$ cat src/rtl/scope_readout_pkg.sv
package scope_readout_pkg;

  // Strobes from the bus decoder to the register datapath.
  typedef struct packed {
    logic ctrlWr;
    logic ctrlRd;
    logic dataWr;
    logic dataRd;
  } scopeStrobeT;

  localparam int HOLD_W     = 20;
  localparam int BIT_NRST   = 31;
  localparam int BIT_MANUAL = 27;
  localparam int BIT_MASK   = 26;

endpackage

$ cat src/rtl/scope_bus_ctrl.sv
module scope_bus_ctrl
  import scope_readout_pkg::*;
(
  input  logic        clk,
  input  logic        rstN,
  input  logic        wbCyc,
  input  logic        wbStb,
  input  logic        wbWe,
  input  logic        wbAddr,
  output logic        wbAck,
  output logic        wbStall,
  output scopeStrobeT strobes
);

  logic access;
  logic ackQ;

  assign access = wbCyc & wbStb;

  always_comb begin
    strobes.ctrlWr = access &  wbWe & ~wbAddr;
    strobes.ctrlRd = access & ~wbWe & ~wbAddr;
    strobes.dataWr = access &  wbWe &  wbAddr;
    strobes.dataRd = access & ~wbWe &  wbAddr;
  end

  always_ff @(posedge clk) begin
    if (!rstN) ackQ <= 1'b0;
    else       ackQ <= access;
  end

  // An acknowledge is dropped if the master abandoned the cycle.
  assign wbAck   = ackQ & wbCyc;
  assign wbStall = 1'b0;

  assert_ack_after_strobe_R9: assert property (@(posedge clk) disable iff (!rstN)
    (wbCyc && wbStb) |=> (wbAck || !wbCyc));
  assert_ack_has_cause_R9: assert property (@(posedge clk) disable iff (!rstN)
    wbAck |-> $past(wbCyc && wbStb));
  assert_strobe_single_R9: assert property (@(posedge clk) disable iff (!rstN)
    $onehot0(strobes));

endmodule

$ cat src/rtl/scope_reg_datapath.sv
module scope_reg_datapath
  import scope_readout_pkg::*;
#(
  parameter int LGMEM = 5
) (
  input  logic              clk,
  input  logic              rstN,
  input  scopeStrobeT       strobes,
  input  logic [31:0]       wrData,
  output logic [31:0]       rdData,
  input  logic [31:0]       liveData,
  input  logic              engStopped,
  input  logic              engTriggered,
  input  logic              engPrimed,
  input  logic [LGMEM-1:0]  engWrPtr,
  output logic [LGMEM-1:0]  memAddr,
  input  logic [31:0]       memRdData,
  output logic              capReset,
  output logic              capManual,
  output logic              capDisable,
  output logic [HOLD_W-1:0] capHoldoff
);

  typedef logic [LGMEM-1:0] ptrT;
  localparam logic [4:0] LG_FIELD = 5'(LGMEM);

  ptrT         rdPtr;
  logic        pendReset;
  logic        ptrAtZero;
  logic        restartCmd;
  logic [31:0] statusWord;

  assign restartCmd = strobes.ctrlWr & ~wrData[BIT_NRST];
  assign ptrAtZero  = (rdPtr == '0);
  assign memAddr    = engWrPtr + rdPtr;   // wraps modulo 2^LGMEM
  assign capReset   = pendReset;

  assign statusWord = {pendReset, engStopped, engTriggered, engPrimed,
                       capManual, capDisable, ptrAtZero, LG_FIELD, capHoldoff};

  // Command fields.
  always_ff @(posedge clk) begin
    if (!rstN) begin
      capHoldoff <= '0;
      capManual  <= 1'b0;
      capDisable <= 1'b0;
      pendReset  <= 1'b0;
    end else begin
      pendReset <= restartCmd;
      if (strobes.ctrlWr) begin
        capHoldoff <= wrData[HOLD_W-1:0];
        capManual  <= wrData[BIT_MANUAL];
        capDisable <= wrData[BIT_MASK];
      end
    end
  end

  // Playback offset.
  always_ff @(posedge clk) begin
    if (!rstN)                          rdPtr <= '0;
    else if (restartCmd || strobes.dataWr) rdPtr <= '0;
    else if (strobes.dataRd && engStopped) rdPtr <= rdPtr + 1'b1;
  end

  // Read data, valid together with the acknowledge.
  always_ff @(posedge clk) begin
    if (!rstN) rdData <= '0;
    else if (strobes.ctrlRd) rdData <= statusWord;
    else if (strobes.dataRd) rdData <= engStopped ? memRdData : liveData;
  end

  assert_reset_single_R1: assert property (@(posedge clk) disable iff (!rstN)
    capReset |=> !capReset);
  assert_reset_follows_cmd_R1: assert property (@(posedge clk) disable iff (!rstN)
    restartCmd |=> capReset);
  assert_no_reset_keep_R2: assert property (@(posedge clk) disable iff (!rstN)
    (strobes.ctrlWr && wrData[BIT_NRST]) |=> !capReset);
  assert_live_ptr_hold_R5: assert property (@(posedge clk) disable iff (!rstN)
    (strobes.dataRd && !engStopped) |=> $stable(rdPtr));
  assert_ptr_step_R6: assert property (@(posedge clk) disable iff (!rstN)
    (strobes.dataRd && engStopped) |=> (rdPtr == ptrT'($past(rdPtr) + 1'b1)));
  assert_data_wr_rewind_R7: assert property (@(posedge clk) disable iff (!rstN)
    strobes.dataWr |=> (rdPtr == '0));
  assert_restart_rewind_R10: assert property (@(posedge clk) disable iff (!rstN)
    restartCmd |=> (rdPtr == '0));

endmodule

$ cat src/rtl/scope_readout.sv
module scope_readout
  import scope_readout_pkg::*;
#(
  parameter int LGMEM = 5
) (
  input  logic              clk,
  input  logic              rstN,
  input  logic              wbCyc,
  input  logic              wbStb,
  input  logic              wbWe,
  input  logic              wbAddr,
  input  logic [31:0]       wbWrData,
  output logic              wbAck,
  output logic              wbStall,
  output logic [31:0]       wbRdData,
  input  logic [31:0]       liveData,
  input  logic              engStopped,
  input  logic              engTriggered,
  input  logic              engPrimed,
  input  logic [LGMEM-1:0]  engWrPtr,
  output logic [LGMEM-1:0]  memAddr,
  input  logic [31:0]       memRdData,
  output logic              capReset,
  output logic              capManual,
  output logic              capDisable,
  output logic [HOLD_W-1:0] capHoldoff
);

  scopeStrobeT strobes;

  scope_bus_ctrl u_bus (
    .clk     (clk),
    .rstN    (rstN),
    .wbCyc   (wbCyc),
    .wbStb   (wbStb),
    .wbWe    (wbWe),
    .wbAddr  (wbAddr),
    .wbAck   (wbAck),
    .wbStall (wbStall),
    .strobes (strobes)
  );

  scope_reg_datapath #(.LGMEM(LGMEM)) u_regs (
    .clk          (clk),
    .rstN         (rstN),
    .strobes      (strobes),
    .wrData       (wbWrData),
    .rdData       (wbRdData),
    .liveData     (liveData),
    .engStopped   (engStopped),
    .engTriggered (engTriggered),
    .engPrimed    (engPrimed),
    .engWrPtr     (engWrPtr),
    .memAddr      (memAddr),
    .memRdData    (memRdData),
    .capReset     (capReset),
    .capManual    (capManual),
    .capDisable   (capDisable),
    .capHoldoff   (capHoldoff)
  );

endmodule

$ cat config.mk
export PLATFORM = sky130hd
export DESIGN_NAME = scope_readout
export DESIGN_NICKNAME = d
export VERILOG_FILES = /design/src/rtl/scope_readout_pkg.sv /design/src/rtl/scope_bus_ctrl.sv /design/src/rtl/scope_reg_datapath.sv /design/src/rtl/scope_readout.sv
export SDC_FILE = /design/constraint.sdc
export NUM_CORES = 1
export LEC_CHECK = 0
export BUFFER_PORTS_ARGS = -buffer_cell sky130_fd_sc_hd__buf_2
export CORE_MARGIN = 2
export CORE_UTILIZATION = 40
export CTS_CLUSTER_SIZE = 30
export DETAILED_ROUTE_END_ITERATION = 8
export GPL_TIMING_DRIVEN = 1
export PLACE_DENSITY = 0.85
export SYNTH_ARGS = -nofsm -noshare
export SYNTH_HDL_FRONTEND = slang
export SYNTH_HIERARCHICAL = 1
export SYNTH_SLANG_ARGS = --single-unit
$ cat constraint.sdc
create_clock -name clk -period 1.4 [get_ports clk]
set_input_delay 0.14 -clock clk [delete_from_list [all_inputs] [get_ports clk]]
set_output_delay 0.14 -clock clk [all_outputs]
set_load 0.005 [all_outputs]
==> impl_metrics.tcl, run 1 <==
set metrics [dict create \
    syn_avg_cell_area_um2 9.601 \
    whs_path_depth 2 \
    ys_types 37 \
    syn_area_um2 2995 \
    synth_warnings 6 \
    cts_buffer_depth 2 \
    startpoint_type "register" \
    cp.buffers_inverters 2 \
    cp_slowest_cell "dfxtp_2" \
    worst_slack_ns -0.4520 \
    die-area_um2 8197 \
    drt_iter0_drc 100 \
    cp_slowest_stage_delay_ns 0.35 \
    vias 2967 \
    dp_cells 562 \
    final_common_cell "buf_2" \
    grt_pass1_vias 2826 \
    synth_flop_cell "dfxtp_1" \
    synth_top_cell_by_area "dfxtp_1" \
    root_buffer "clkbuf_8" \
    path_class "reg -> out" \
    maxSlewViolCount 0 \
    hold_path_class "in -> reg" \
    synth_edf_count 0 \
    htreeDepth 3 \
    rsz0062_at_grt "yes" \
    yosys-top-cells-area "dfxtp_1, mux2i_1, a31o_1" \
    dp_hpwl_mm 6.207 \
    syn_inst 312 \
    outcome "finished with violations" \
    vias_per_cell 5.098 \
    wl_mm 8.416 \
    ios 172 \
    drt-wirelength-per-cell_um 14.46 \
    die_w_um 90.54 \
    min_period_ns 1.852 \
    start_util_pct 41.30 \
    drive_gt1_share_pct 43.69 \
    hold_viol 0 \
    power_density_nw_per_um2 905.1 \
    totalPowerFinal_mw 3.819 \
    fp.dieH_um 90.54 \
    nets 595 \
    maxCapViolations 0 \
    drc_errors 0 \
    violations "negative setup slack" \
    holdPathEnd "u_regs/rdData[29]" \
    ant_nets 0 \
    first_pass_iters 4 \
    final_util_pct 58.17 \
    antenna-diode-count 0 \
    grt_max_degree 37 \
    crit_path_cell_trace "ha_4, inv_2, fa_2, nand2b_4, a21oi_2, xnor2_1, buf_2" \
    cts_made_buffers 9 \
    core_area_um2 7253 \
    place_congestion 0.7684 \
    dp_slack_ns -0.1471 \
    cts.sinks 61 \
    skew_ns 0.01426 \
    worstHoldStart "engTriggered" \
    r2r_cells 6 \
    yosysSeqAreaShare_pct 40.77 \
    placementRows 31 \
    cp.arrival_ns 1.71 \
    grt_overflow_total 0 \
    port_buffers 161 \
    crit-reg2reg-launch "u_regs/rdPtr[0]" \
    timing.rr.end "u_regs/rdPtr[4]" \
    antenna_found_initial 0 \
    period_share_pct 132.3 \
    grtUsageTotal_pct 19.71 \
    syn_nets 429 \
    rrSetupSlack_ns 0.08 \
    ys_ff_latch 61 \
    cts_tree "done" \
    critPathTopFamily "adder cells" \
    crit_fanout 2 \
    synth_top_area_share_pct 40.77 \
    grt_pass1_wl_mm 13.25 \
    finalNonFillerCells 582 \
    setup_viol 4 \
    max_freq_mhz 539.9 \
    async_flop_share_pct 0 \
    insertion_delay_ns 0.33 \
    peakVddDrop_uv 649.1 \
    clkTransAtPathRegs_ns 0.08 \
    cp-end-kind "primary output" \
    areaGrowthSynthToFinish_pct 40.85 \
    cp.required_ns 1.26 \
    leakage_nw 2.015 \
    final_cell_mix "buf_2, dfxtp_1, nor2_1" \
]
[routing by layer]
metal  vias to the layer above  wire length [um]  track usage [%]
met5                         -                 0                0
met1                      1393              3611            23.12
li1                       1455                 -                -
met2                       113              4220            34.76
met3                         6               520            5.927
met4                         0                64            5.385
[through the flow]
stage	TNS, ns	hold slack, ns	area, um2
after floorplan	-0.01982	0.2821	3005
after CTS	-1.441	0.01445	4195
after detailed placement	-0.1471	0.3703	3965
after global placement	-0.1023	0.3697	3965
final	-1.457	0.03354	4219
after global routing	-1.773	0.01304	4219
[cell usage after synthesis, types with 5 or more instances]
library cell  count
ha_1              6
dfxtp_1          61
mux2i_1          54
xnor2_1           5
a211oi_1         29
a21oi_1           7
buf_2            11
nand2b_1          5
nor2_1           58
clkbuf_1          9
a31o_1           25
[logic make-up (layout without fill, tap and decap cells)]
group	Yosys count	after routing	synth area share [%]
flip-flops	61	61	40.77
other	1	1	0.1252
multiplexers	54	54	18.05
XOR/XNOR	6	6	1.754
adder cells (fa/ha/maj)	7	7	3.175
AO/OA/AOI/OAI	68	68	17.50
AND/OR/NAND/NOR	82	82	12.49
buffers and inverters	33	204	6.140
[registers in the layout, indices dropped and copies added, names as in the netlist]
| signal | count |
|---|---|
| u_regs/rdData | 32 |
| u_regs/capHoldoff | 20 |
| u_regs/rdPtr | 5 |
| u_bus/ackQ | 1 |
| u_regs/capDisable | 1 |
| u_regs/capManual | 1 |
| u_regs/capReset | 1 |
[final cells by class]
class	instances	area, um2
fillers	651	3034
flip-flops and latches	61	1224
clock buffers	11	151.4
well taps	99	123.9
repair buffers	182	1033
inverters	6	22.52
multi-input cells	218	1629
clock inverters	5	35.03
[worst register-to-register path, cell delays in order, from the launching register on]
cell and delay [ns]:
dfxtp_2 0.35, buf_4 0.10, buf_4 0.10, ha_1 0.18, nand2_1 0.08, or3_1 0.30, a21oi_1 0.14
[power by group]
part           switching [mW]  leakage, nW  internal [mW]  total (mW)
sequential             0.0299        0.496           1.79        1.82
clock                   0.712       0.0836          0.735        1.45
combinational           0.265         1.44          0.290       0.555
[repair_timing]
action	in CTS	in global routing
setup buffers	3	2
endpoints found under the hold margin	0	0
setup endpoints to repair	4	4
pin swaps	0	3
hold buffers	0	0
gates resized for setup	4	5
[how the worst max path moves through the flow]
stage,end,from,slack [ns],cells past startpoint
after detailed placement,memAddr[4],u_regs/rdPtr[0],-0.15,7
final,memAddr[4],u_regs/rdPtr[0],-0.45,7
after global routing,memAddr[4],u_regs/rdPtr[0],-0.55,7
after CTS,memAddr[4],u_regs/rdPtr[0],-0.46,7
after floorplan,memAddr[4],u_regs/rdPtr[0],-0.02,6
after global placement,memAddr[4],u_regs/rdPtr[0],-0.10,7
Note: power is estimated with default switching activity, not from simulation.
==> run 2: changes to the inputs <==
--- a/config.mk
+++ b/config.mk
@@ -5,7 +5,7 @@
 export SDC_FILE = /design/constraint.sdc
 export NUM_CORES = 1
 export LEC_CHECK = 0
-export BUFFER_PORTS_ARGS = -buffer_cell sky130_fd_sc_hd__buf_2
+export BUFFER_PORTS_ARGS = -buffer_cell sky130_fd_sc_hd__buf_4
 export CORE_MARGIN = 2
 export CORE_UTILIZATION = 40
 export CTS_CLUSTER_SIZE = 30
==> impl_metrics.tcl, run 2 (same netlist as run 1, synthesis figures left out) <==
set metrics [dict create \
    outcome "finished with violations" \
    violations "negative setup slack" \
    rsz0062_at_grt "yes" \
    ios 172 \
    path_class "reg -> out" \
    drive_gt1_share_pct 44.51 \
    top_register "u_regs/rdData" \
    timing.rr.end "u_regs/rdPtr[4]" \
    fp.dieH_um 90.54 \
    cts_buffer_depth 2 \
    maxSlewViolCount 0 \
    root_buffer "clkbuf_8" \
    cts.sinks 61 \
    crit-reg2reg-launch "u_regs/rdPtr[0]" \
    port_buffers 161 \
    cp-end-kind "primary output" \
    grt_overflow_total 0 \
    hold_path_class "in -> reg" \
    power_density_nw_per_um2 893.7 \
    largest_reg_flops 32 \
    areaGrowthSynthToFinish_pct 56.27 \
    die-area_um2 8197 \
    grtUsageTotal_pct 21.21 \
    dp_hpwl_mm 6.588 \
    htreeDepth 3 \
    skew_ns 0.006333 \
    drc_errors 0 \
    min_period_ns 1.849 \
    startpoint_type "register" \
    ant_nets 0 \
    placementRows 31 \
    dp_slack_ns -0.1608 \
    r2r_cells 7 \
    holdPathEnd "u_regs/rdData[28]" \
    rrSetupSlack_ns 0.06 \
    drt-wirelength-per-cell_um 15.13 \
    grt_pass1_vias 2997 \
    cts_hold_buf 0 \
    max_freq_mhz 540.8 \
    leakage_nw 2.109 \
    cp.arrival_ns 1.71 \
    antenna_found_initial 0 \
    reg_top3 "u_regs/rdData: 32 flops, u_regs/capHoldoff: 20 flops, u_regs/rdPtr: 5 flops" \
    final_area_um2 4681 \
    placed_area_um2 4355 \
    start_util_pct 41.30 \
    vias 2936 \
    worstHoldStart "engPrimed" \
    hold_viol 0 \
    setup_viol 4 \
    grt_max_degree 36 \
    peakVddDrop_uv 652.2 \
    whs_path_depth 2 \
    vias_per_cell 5.045 \
    cp.required_ns 1.26 \
    final_util_pct 64.53 \
    final_cell_mix "buf_4, dfxtp_1, nor2_1" \
    die_w_um 90.54 \
    cts_tree "done" \
    drt_iter0_drc 65 \
    first_pass_iters 4 \
    final_common_cell "buf_4" \
    place_congestion 0.7342 \
    clkTransAtPathRegs_ns 0.07 \
    maxCapViolations 0 \
    nets 595 \
    wl_mm 8.805 \
    core_area_um2 7253 \
    tns_ns -1.402 \
    period_share_pct 132.1 \
    worst_slack_ns -0.4492 \
    grt_pass1_wl_mm 14.15 \
    cts_made_buffers 9 \
    crit_fanout 2 \
    insertion_delay_ns 0.33 \
    antenna-diode-count 0 \
]
==> run 2: cell types whose count changed in the layout (fill, tap and decap cells not counted), sizes merged <==
cell / before / now
clkbuf: 11 / 10
clkinvlp: 4 / 3
bufinv: 0 / 2
==> run 2: worst max-delay path by stage <==
stage	startpoint	to	depth (start not counted)
after floorplan	u_regs/rdPtr[0]	memAddr[4]	6
after global placement	u_regs/rdPtr[0]	memAddr[4]	7
after detailed placement	u_regs/rdPtr[0]	memAddr[4]	7
after CTS	u_regs/rdPtr[0]	memAddr[4]	7
after global routing	u_regs/rdPtr[0]	memAddr[4]	7
final	u_regs/rdPtr[0]	memAddr[4]	7
==> run 2: critical path, cell delays in order, from the launching register on <==
cell and delay, ns:
dfxtp_2 0.35, ha_4 0.14, inv_2 0.03, fa_2 0.33, nand2b_4 0.14, a21oi_2 0.13, xnor2_1 0.13, buf_4 0.13
==> run 2: layer usage <==
layer | vias to the layer above | part of all wire [%] | GRT usage [%]
met3 | 12 | 7.3 | 5.175
met2 | 114 | 51 | 37.94
met1 | 1359 | 40 | 24.66
li1 | 1451 | - | -
met4 | 0 | 1.5 | 7.051
met5 | - | 0 | 0
==> run 2: layout make-up <==
| class | count | area (um2) |
|---|---|---|
| Clock buffer | 10 | 127.6 |
| Clock inverter | 6 | 87.58 |
| Fill cell | 581 | 2572 |
| Inverter | 6 | 22.52 |
| Multi-Input combinational cell | 218 | 1667 |
| Sequential cell | 61 | 1225 |
| Tap cell | 99 | 123.9 |
| Timing Repair Buffer | 182 | 1428 |
==> run 2: through the flow <==
step | total power, mW | cells | hold WS (ns)
3_5_place_dp | 2.513 | 562 | 0.3753
2_1_floorplan | 2.134 | 312 | 0.2821
5_1_grt | 4.364 | 582 | 0.03359
4_1_cts | 4.217 | 580 | 0.02619
3_3_place_gp | 2.491 | 562 | 0.3687
6_report | 4.183 | 582 | 0.03986
==> run 2: timing repair <==
action,in CTS,in global routing
gates resized for setup,13,3
buffers inserted,2,2
setup endpoints to repair,4,4
pin swaps,4,6
==> run 2: where the power goes <==
| group | total (mW) | switching [mW] | leakage, nW | internal (mW) |
|---|---|---|---|---|
| Sequential | 1.82 | 0.0315 | 0.496 | 1.79 |
| Clock | 1.70 | 0.698 | 0.0985 | 0.999 |
| Combinational | 0.668 | 0.270 | 1.51 | 0.398 |
| Total | 4.18 | 1.00 | 2.11 | 3.18 |
==> run 3: changes to the inputs <==
--- a/config.mk
+++ b/config.mk
@@ -14,5 +14,4 @@
 export PLACE_DENSITY = 0.85
 export SYNTH_ARGS = -nofsm -noshare
 export SYNTH_HDL_FRONTEND = slang
-export SYNTH_HIERARCHICAL = 1
 export SYNTH_SLANG_ARGS = --single-unit
==> impl_metrics.tcl, run 3 <==
set metrics [dict create \
    outcome "finished with violations" \
    violations "negative setup slack" \
    rsz0062_at_grt "yes" \
    antenna_found_initial 0 \
    cts_tree "done" \
    final_common_cell "buf_4" \
    core_area_um2 7253 \
    timing.rr.end "u_regs.rdData[25]" \
    top_register "u_regs.rdData" \
    root_buffer "clkbuf_8" \
    p_sw_share_pct 22.37 \
    synth_flop_cell "dfxtp_1" \
    cp_slowest_cell "dfxtp_2" \
    drt-wirelength-per-cell_um 13.51 \
    final_area_um2 4636 \
    drc_errors 0 \
    rrSetupSlack_ns 0.11 \
    final_util_pct 63.91 \
    insertion_delay_ns 0.32 \
    cts_made_buffers 9 \
    crit_path_cell_trace "ha_4, inv_2, fa_2, inv_1, a21o_1, a21oi_2, xnor2_1, buf_4" \
    final_cell_mix "buf_4, nand2_1, dfxtp_1" \
    synth_most_common_cell "nand2_1" \
    period_share_pct 131.3 \
    synth_top_cell_by_area "dfxtp_1" \
    hold_viol 0 \
    ios 172 \
    ys_top_cells_by_count "nand2_1, dfxtp_1, o21ai_0, mux2i_1, a21boi_0" \
    vias 3023 \
    crit-reg2reg-launch "u_regs.rdPtr[0]" \
    grt_max_degree 44 \
    fillers 624 \
    cp_slowest_stage_delay_ns 0.35 \
    syn_inst 357 \
    dp_slack_ns -0.1075 \
    die-area_um2 8209 \
    whs_ns 0.05774 \
    place_congestion 0.8258 \
    wl_mm 8.484 \
    antenna-diode-count 0 \
    syn_nets 474 \
    nets 641 \
    largest_reg_flops 32 \
    grtUsageMet2_pct 39.12 \
    leakage_nw 2.158 \
    start_util_pct 41.37 \
    internal_power_mw 3.260 \
    synth_edf_count 0 \
    placed_area_um2 4328 \
    totalPowerFinal_mw 4.199 \
    htreeDepth 3 \
    clkTransAtPathRegs_ns 0.07 \
    vias_per_cell 4.814 \
    die_w_um 90.61 \
    ys_ff_latch 61 \
    clockPowerShare_pct 41.6 \
    power_density_nw_per_um2 905.9 \
    cts_buffer_depth 2 \
    reg_top3 "u_regs.rdData: 32 flops, u_regs.capHoldoff: 20 flops, u_regs.rdPtr: 5 flops" \
    port_buffers 161 \
    power_switching_mw 0.9395 \
    seqPwrFrac_pct 43.0 \
    yosys-top-cells-area "dfxtp_1, nand2_1, mux2i_1" \
    worst_slack_ns -0.4376 \
    r2r_cells 7 \
    critPathTopFamily "adder cells" \
    syn_avg_cell_area_um2 8.404 \
    yosysSeqAreaShare_pct 40.70 \
    cts.sinks 61 \
    cp.required_ns 1.26 \
    drive_gt1_share_pct 41.21 \
    synth_top_area_share_pct 40.70 \
    fp.dieH_um 90.61 \
    peakVddDrop_uv 521.0 \
    grt_overflow_total 0 \
    grtUsageTotal_pct 21.07 \
    ant_nets 0 \
    final-seq-area_um2 1225 \
    worstHoldStart "wbWrData[9]" \
    grt_util_met1_pct 22.71 \
    busiest_layer "met2" \
    grt_pass1_vias 3044 \
    whs_path_depth 3 \
    synth_warnings 0 \
    syn_area_um2 3000 \
    crit_fanout 2 \
    max_freq_mhz 544.2 \
    dp_hpwl_mm 6.423 \
    startpoint_type "register" \
    multiInputGateArea_um2 1627 \
    areaGrowthSynthToFinish_pct 54.50 \
    path_class "reg -> out" \
    drt_iter0_drc 67 \
    grt_pass1_wl_mm 14.04 \
    maxCapViolations 0 \
    gr-usage-met3_pct 5.676 \
    placementRows 31 \
    async_flop_share_pct 0 \
    maxSlewViolCount 0 \
    comb_power_share_pct 15.4 \
    cp-end-kind "primary output" \
    hold_path_class "in -> reg" \
    ys_types 40 \
    first_pass_iters 4 \
    min_period_ns 1.838 \
    skew_ns 0.007595 \
    cp.buffers_inverters 3 \
    setup_viol 4 \
    cp.arrival_ns 1.70 \
    holdPathEnd "u_regs.capHoldoff[9]" \
]
## run 3: cell types whose count changed in the layout (fill, tap and decap cells not counted), moves of 4 or more
cell,previous run,this run
a31o_1,25,0
o21ai_1,1,9
a21boi_1,0,12
a21boi_0,0,13
nand2_1,4,99
nor2_1,58,5
o21ai_0,0,45
a211oi_1,29,0
mux2i_1,54,28
mux2_2,0,4
## run 3: metrics by stage
stage,TNS (ns),std cells
finish,-1.369,628
global route,-1.657,628
CTS,-1.323,627
detailed placement,-0.1075,609
global placement,-0.07765,609
floorplan,0,357
## run 3: logic make-up (layout without fill, tap and decap cells)
| family | count (synthesis) | count (layout) | synth area share (%) |
|---|---|---|---|
| other | 1 | 1 | 0.1250 |
| flip-flops | 61 | 61 | 40.70 |
| AND/OR/NAND/NOR | 126 | 126 | 18.60 |
| AO/OA/AOI/OAI | 89 | 89 | 17.31 |
| XOR/XNOR | 8 | 8 | 2.335 |
| buffers and inverters | 33 | 205 | 6.922 |
| multiplexers | 32 | 32 | 10.84 |
| adder cells (fa/ha/maj) | 7 | 7 | 3.169 |
## run 3: per-layer routing
metal  vias up  part of all wire, %
met3        15                  8.1
met5         -                    0
met1      1356                   39
met4         0                  1.7
li1       1527                    -
met2       125                   51
## run 3: power by group through the flow
stage / logic [mW] / registers, mW / clock network (mW)
after floorplan: 0.274 / 1.85 / 0
after global placement: 0.625 / 1.84 / 0
after detailed placement: 0.637 / 1.85 / 0
after CTS: 0.651 / 1.81 / 1.79
after global routing: 0.712 / 1.81 / 1.88
final: 0.647 / 1.81 / 1.75
## run 3: layout make-up
class                   count  share of cell area [%]
inverters                   7                  0.5668
well taps                  99                   2.672
clock buffers              12                   3.347
flip-flops and latches     61                   26.42
clock inverters             4                   1.511
repair buffers            182                   30.39
multi-input cells         263                   35.09
## run 3: worst register-to-register path: stages (launching register included)
cell and delay (ns):
dfxtp_2 0.33, buf_4 0.14, inv_1 0.07, ha_1 0.15
nand2b_1 0.05, nor4_1 0.22, a21oi_1 0.07, o21ai_0 0.16
## run 3: worst max path at each step
stage                     from          to  slack (ns)  cells after the start
5_1_grt        u_regs.rdPtr[0]  memAddr[4]       -0.52                      8
4_1_cts        u_regs.rdPtr[0]  memAddr[4]       -0.44                      8
3_5_place_dp   u_regs.rdPtr[0]  memAddr[4]       -0.11                      8
3_3_place_gp   u_regs.rdPtr[0]  memAddr[4]       -0.08                      8
2_1_floorplan  u_regs.rdPtr[0]  memAddr[4]        0.01                      7
6_report       u_regs.rdPtr[0]  memAddr[4]       -0.44                      8
## run 3: timing repair
item	in CTS	in global routing
setup endpoints to repair	4	4
gates resized for setup	12	2
endpoints found under the hold margin	1	0
hold buffers	1	0
pin swaps	4	4
setup buffers	1	2
